`config.mk`:
```
export PLATFORM = sky130hd
export DESIGN_NAME = rgb_disp_fmt
export DESIGN_NICKNAME = d
export VERILOG_FILES = /design/src/rtl/rgb_disp_fmt.sv
export SDC_FILE = /design/constraint.sdc
export NUM_CORES = 1
export LEC_CHECK = 0
export BUFFER_PORTS_ARGS = -buffer_cell sky130_fd_sc_hd__buf_2
export CAP_MARGIN = 20
export CORE_MARGIN = 2
export CORE_UTILIZATION = 51
export DETAILED_ROUTE_END_ITERATION = 10
export MAX_ROUTING_LAYER = met4
export PLACE_DENSITY_LB_ADDON = 0.25
export SETUP_SLACK_MARGIN = 0.4
export SYNTH_ARGS = -nofsm -noshare
export SYNTH_HDL_FRONTEND = slang
export SYNTH_SLANG_ARGS = --single-unit
```
`constraint.sdc`:
```
create_clock -name clk -period 2.05 [get_ports clk]
set_clock_uncertainty 0.2 [all_clocks]
set_input_delay 0.1025 -clock clk [delete_from_list [all_inputs] [get_ports clk]]
set_output_delay 0.1025 -clock clk [all_outputs]
set_load 0.005 [all_outputs]
```
`src/rtl/rgb_disp_fmt.sv`:
```
module rgb_disp_fmt #(
  parameter int          ADDR_W   = 4,
  parameter logic [31:0] ID_VALUE = 32'h0064_7069
) (
  input  logic              clk,
  input  logic              rst_n,
  input  logic              bus_wr,
  input  logic [ADDR_W-1:0] bus_addr,
  input  logic [31:0]       bus_wdata,
  output logic [31:0]       bus_rdata,
  input  logic [23:0]       pix_rgb,
  input  logic              pix_hsync,
  input  logic              pix_vsync,
  input  logic              pix_de,
  output logic [23:0]       out_data,
  output logic              out_hsync,
  output logic              out_vsync,
  output logic              out_oe,
  output logic              out_pclk
);

  localparam int B_EN     = 0;
  localparam int B_DIS_OE = 1;
  localparam int B_DIS_VS = 2;
  localparam int B_DIS_HS = 3;
  localparam int B_NEG_OE = 4;
  localparam int B_NEG_VS = 5;
  localparam int B_NEG_HS = 6;
  localparam int B_INV_OE = 7;
  localparam int B_INV_VS = 8;
  localparam int B_INV_HS = 9;
  localparam int B_INV_CK = 10;
  localparam int B_FMT_LO = 11;
  localparam int B_ORD_LO = 14;
  localparam int B_OEMODE = 16;

  logic [31:0] ctrl_q;
  logic        en;
  logic [1:0]  order;
  logic [2:0]  fmt;
  logic        sel_ctrl;

  assign en       = ctrl_q[B_EN];
  assign order    = ctrl_q[B_ORD_LO +: 2];
  assign fmt      = ctrl_q[B_FMT_LO +: 3];
  assign sel_ctrl = (bus_addr == '0);

  always_ff @(posedge clk or negedge rst_n) begin
    if (!rst_n)                ctrl_q <= '0;
    else if (bus_wr && sel_ctrl) ctrl_q <= bus_wdata;
  end

  assign bus_rdata = sel_ctrl ? ctrl_q : ID_VALUE;

  logic [7:0] ch_a, ch_b, ch_c;

  always_comb begin
    case (order)
      2'd1:    {ch_a, ch_b, ch_c} = {pix_rgb[7:0],   pix_rgb[15:8],  pix_rgb[23:16]};
      2'd2:    {ch_a, ch_b, ch_c} = {pix_rgb[15:8],  pix_rgb[23:16], pix_rgb[7:0]};
      2'd3:    {ch_a, ch_b, ch_c} = {pix_rgb[7:0],   pix_rgb[23:16], pix_rgb[15:8]};
      default: {ch_a, ch_b, ch_c} = pix_rgb;
    endcase
  end

  logic [23:0] packed_d;

  always_comb begin
    case (fmt)
      3'd1:    packed_d = {8'b0, ch_a[7:3], ch_b[7:2], ch_c[7:3]};
      3'd2:    packed_d = {3'b0, ch_a[7:3], 2'b0, ch_b[7:2], 3'b0, ch_c[7:3]};
      3'd3:    packed_d = {2'b0, ch_a[7:3], 3'b0, ch_b[7:2], 2'b0, ch_c[7:3], 1'b0};
      3'd4:    packed_d = {6'b0, ch_a[7:2], ch_b[7:2], ch_c[7:2]};
      3'd5:    packed_d = {2'b0, ch_a[7:2], 2'b0, ch_b[7:2], 2'b0, ch_c[7:2]};
      3'd6:    packed_d = {ch_a, ch_b, ch_c};
      default: packed_d = '0;
    endcase
  end

  logic oe_src;
  assign oe_src = ctrl_q[B_OEMODE] ? pix_de : ~(pix_hsync ^ pix_vsync);

  logic [23:0] data_q;
  logic        hs_r, vs_r, oe_r;
  logic        hs_f, vs_f, oe_f;

  always_ff @(posedge clk or negedge rst_n) begin
    if (!rst_n) begin
      data_q <= '0;
      hs_r   <= 1'b0;
      vs_r   <= 1'b0;
      oe_r   <= 1'b0;
    end else if (!en) begin
      data_q <= '0;
      hs_r   <= 1'b0;
      vs_r   <= 1'b0;
      oe_r   <= 1'b0;
    end else begin
      data_q <= packed_d;
      hs_r   <= pix_hsync;
      vs_r   <= pix_vsync;
      oe_r   <= oe_src;
    end
  end

  always_ff @(negedge clk or negedge rst_n) begin
    if (!rst_n) begin
      hs_f <= 1'b0;
      vs_f <= 1'b0;
      oe_f <= 1'b0;
    end else if (!en) begin
      hs_f <= 1'b0;
      vs_f <= 1'b0;
      oe_f <= 1'b0;
    end else begin
      hs_f <= hs_r;
      vs_f <= vs_r;
      oe_f <= oe_r;
    end
  end

  logic hs_lvl, vs_lvl, oe_lvl;
  assign hs_lvl = ctrl_q[B_NEG_HS] ? hs_f : hs_r;
  assign vs_lvl = ctrl_q[B_NEG_VS] ? vs_f : vs_r;
  assign oe_lvl = ctrl_q[B_NEG_OE] ? oe_f : oe_r;

  assign out_data  = en ? data_q : '0;
  assign out_hsync = (en & ~ctrl_q[B_DIS_HS] & hs_lvl) ^ ctrl_q[B_INV_HS];
  assign out_vsync = (en & ~ctrl_q[B_DIS_VS] & vs_lvl) ^ ctrl_q[B_INV_VS];
  assign out_oe    = (en & ~ctrl_q[B_DIS_OE] & oe_lvl) ^ ctrl_q[B_INV_OE];
  assign out_pclk  = en & (clk ^ ctrl_q[B_INV_CK]);


  ctrl_wr_chk: assert property (@(posedge clk) disable iff (!rst_n)
    (bus_wr && bus_addr == '0) |=> bus_rdata == $past(bus_wdata) || bus_addr != '0);


  id_wr_ignored_chk: assert property (@(posedge clk) disable iff (!rst_n)
    (bus_wr && bus_addr != '0) |=> $stable(ctrl_q));


  off_data_chk: assert property (@(posedge clk) disable iff (!rst_n)
    !en |=> data_q == '0);


  blank_fmt_chk: assert property (@(posedge clk) disable iff (!rst_n)
    (en && (fmt == 3'd0 || fmt == 3'd7)) |=> data_q == '0);


  hs_dis_chk: assert property (@(posedge clk) disable iff (!rst_n)
    (en && ctrl_q[B_DIS_HS]) |-> out_hsync == ctrl_q[B_INV_HS]);


  hs_lat_chk: assert property (@(posedge clk) disable iff (!rst_n)
    (en && !bus_wr) |=> hs_r == $past(pix_hsync));

endmodule

```
==> results.py <==
metrics = {
    "setup_path": {
        "rr_startpoint": "ctrl_q[0]",
        "path_max_fanout": 1,
        "crit_type": "register to output pin",
        "worstPathRequired_ns": 1.75,
        "cp-start-kind": "register",
        "worst-r2r-cell-count": 1,
        "timing.rr.end": "hs_f",
        "crit_path_end_kind": "output pin",
        "worstPathArrival_ns": 2.48,
        "rrSetupSlack_ns": 0.06,
    },
    "timing": {
        "setup_viol": 3,
        "finalMaxSlewViolations": 0,
        "rsz0062_at_grt": "true",
        "tightestPinTransition_ns": 0.634,
        "fin_ws_ns": -0.732,
        "max-slew-margin-rel_pct": 57.7,
        "hold_viol": 0,
    },
    "clock_tree": {
        "clkTransAtPathRegs_ns": 0.07,
        "worstSkewPairLatency_ns": 0.46,
        "cts_tree": "built",
    },
    "logic_synthesis": {
        "postSynthCellCount": 364,
        "yosysUniqueCellTypes": 58,
        "syn_area_per_cell_sq_um": 10.5,
        "syn_nets": 430,
        "synth-async-reset-ratio_pct": 100,
        "syn_area_sq_um": 3820,
        "ys_ff_latch": 62,
        "synth_edf_count": 0,
        "synth_warnings": 0,
        "synth-main-ff-cell": "dfrtp_1",
        "ys_seq_area_share_pct": 40.6,
    },
    "grt": {
        "grt_usage_pct": 31.3,
        "grt-ovfl-total": 0,
        "grt_pass1_vias": 3854,
        "antenna_found_initial": 0,
        "grt_max_degree": 47,
        "grt_first_pass_wirelength_mm": 19.4,
    },
    "die": {
        "core_area_sq_um": 7250,
        "rows": 31,
        "die_area_sq_um": 8200,
        "die_w_um": 90.6,
        "die_y_um": 90.6,
        "start_util_pct": 52.7,
        "pin_count": 126,
    },
    "route": {
        "firstDrtPassIters": 7,
        "antenna_left": 0,
        "drt-initial-drc-count": 423,
        "viasPerCell": 5.86,
        "drc": 0,
        "wirelength_mm": 13.2,
        "vias": 3934,
        "wire_per_inst_um": 19.7,
    },
    "place": {
        "place_congestion": 0.923,
        "place_inst": 585,
        "dp_hpwl_mm": 7.22,
        "io_buffer_count": 125,
        "placed_area_sq_um": 4680,
    },
    "final_layout": {
        "final_common_cell": "buf_2",
        "layout-drive-gt1-share_pct": 52.8,
        "fin_area_sq_um": 6070,
        "fin_nets": 633,
        "syn_to_final_growth_pct": 58.8,
        "final_util_pct": 83.7,
        "final_cells": 671,
        "antenna_cells": 0,
        "final_cell_mix": "buf_2 (123), dfrtp_1 (54), and2_1 (53)",
    },
    "outcome": {
        "violations": "negative setup slack",
        "outcome": "finished with violations",
    },
    "power": {
        "power.density_nw_per_um2": 903,
        "peakVddDrop_mv": 0.654,
        "p_leak_uw": 0.00282,
        "total_power_uw": 5480,
    },
    "worst_hold_path": {
        "holdPathEnd": "data_q[8]",
        "min_from": "pix_rgb[10]",
        "hold_class": "primary input to register",
        "holdPathStages": 5,
    },
    "flow_run": {
        "max_cap_violations": 0,
    },
}
==> worst max-delay path, cell delays in order (launching register included) <==
cell and delay [ns]:
dfrtn_1 0.39, mux2i_1 0.08, nor3b_2 0.17, xor2_1 0.20, buf_2 0.16
==> sequential cells by signal (all words and copies together) (netlist names) <==
signal / flops
ctrl_q: 32
data_q: 24
hs_f: 1
hs_r: 1
oe_f: 1
oe_r: 1
vs_f: 1
vs_r: 1
==> cells by family (layout without fill, tap and decap cells) <==
kind of cell	after synthesis	in the layout	synth area share, %
mux	65	65	20.5
buf+inv	33	241	4.78
flops	62	62	40.6
xor+xnor	5	5	1.15
compound gates	78	78	14.5
simple gates	121	121	18.5
==> Yosys cell counts, types with 2 or more instances <==
master,n,area [sq um]
o22a_1,2,17.5
dfrtn_1,3,75.1
o31ai_1,2,15.0
mux2i_2,2,27.5
buf_6,4,45.0
mux2i_1,18,180
o21ai_0,9,45.0
o221ai_1,3,26.3
buf_2,7,35.0
o2bb2ai_1,2,17.5
mux2_2,39,439
xor2_1,5,43.8
o22ai_1,12,75.1
nand2b_1,14,87.6
a211oi_1,9,67.6
nand2_1,11,41.3
inv_1,3,11.3
clkbuf_1,16,60.1
a32o_1,4,40.0
a21oi_1,11,55.1
nor2b_1,7,43.8
mux4_1,2,52.6
a21o_2,2,17.5
nor3_1,4,20.0
o211ai_1,5,37.5
nor2_1,16,60.1
nor3b_1,4,30.0
dfrtp_1,59,1480
and2_1,55,344
o21ai_1,4,20.0
a22oi_1,2,15.0
mux4_2,2,45.0
==> through the flow <==
stage	setup slack, ns	setup TNS (ns)	hold slack (ns)
2_1_floorplan	-0.0928	-0.520	-0.393
3_3_place_gp	-0.221	-0.659	-0.157
3_5_place_dp	-0.302	-0.787	-0.152
4_1_cts	-0.721	-2.10	0.00622
5_1_grt	-0.787	-2.28	0.0423
6_report	-0.732	-2.13	0.0415
==> how the worst max path moves through the flow <==
stage / cells past startpoint / startpoint / endpoint / slack [ns]
3_3_place_gp: 4 / oe_f / out_oe / -0.22
6_report: 4 / hs_f / out_hsync / -0.73
4_1_cts: 4 / vs_f / out_vsync / -0.72
2_1_floorplan: 3 / oe_f / out_oe / -0.09
3_5_place_dp: 4 / vs_f / out_vsync / -0.30
5_1_grt: 4 / oe_f / out_oe / -0.79
==> final cells by class <==
class / count / area [sq um]
Tap cell: 99 / 124
Fill cell: 393 / 1180
Timing Repair Buffer: 217 / 1590
Clock buffer: 14 / 185
Inverter: 4 / 25.0
Multi-Input combinational cell: 269 / 2520
Sequential cell: 62 / 1560
Clock inverter: 6 / 68.8
==> report_power, final <==
| part | switching [uW] | internal [uW] | leakage, uW |
|---|---|---|---|
| clock | 581 | 755 | 0.000137 |
| combinational | 1250 | 1250 | 0.00189 |
| sequential | 170 | 1480 | 0.000792 |
==> per-layer routing <==
layer  vias to the layer above  wire length (um)  GRT usage (%)
met5                         -                 0              -
met2                       280              6590           51.7
met1                      1865              5100           36.3
li1                       1714                 -              -
met4                         0               637           18.6
met3                        75               924           4.76
==> repair_timing <==
| item | CTS | global route |
|---|---|---|
| cloned | 1 | 0 |
| endpoints found under the hold margin | 103 | 0 |
| setup endpoints to repair | 60 | 74 |
| resized for setup | 69 | 43 |
| hold buffers | 50 | 0 |
| setup buffers | 12 | 4 |
| pin swaps | 31 | 19 |
No activity file was read; power rests on OpenSTA's default activity.
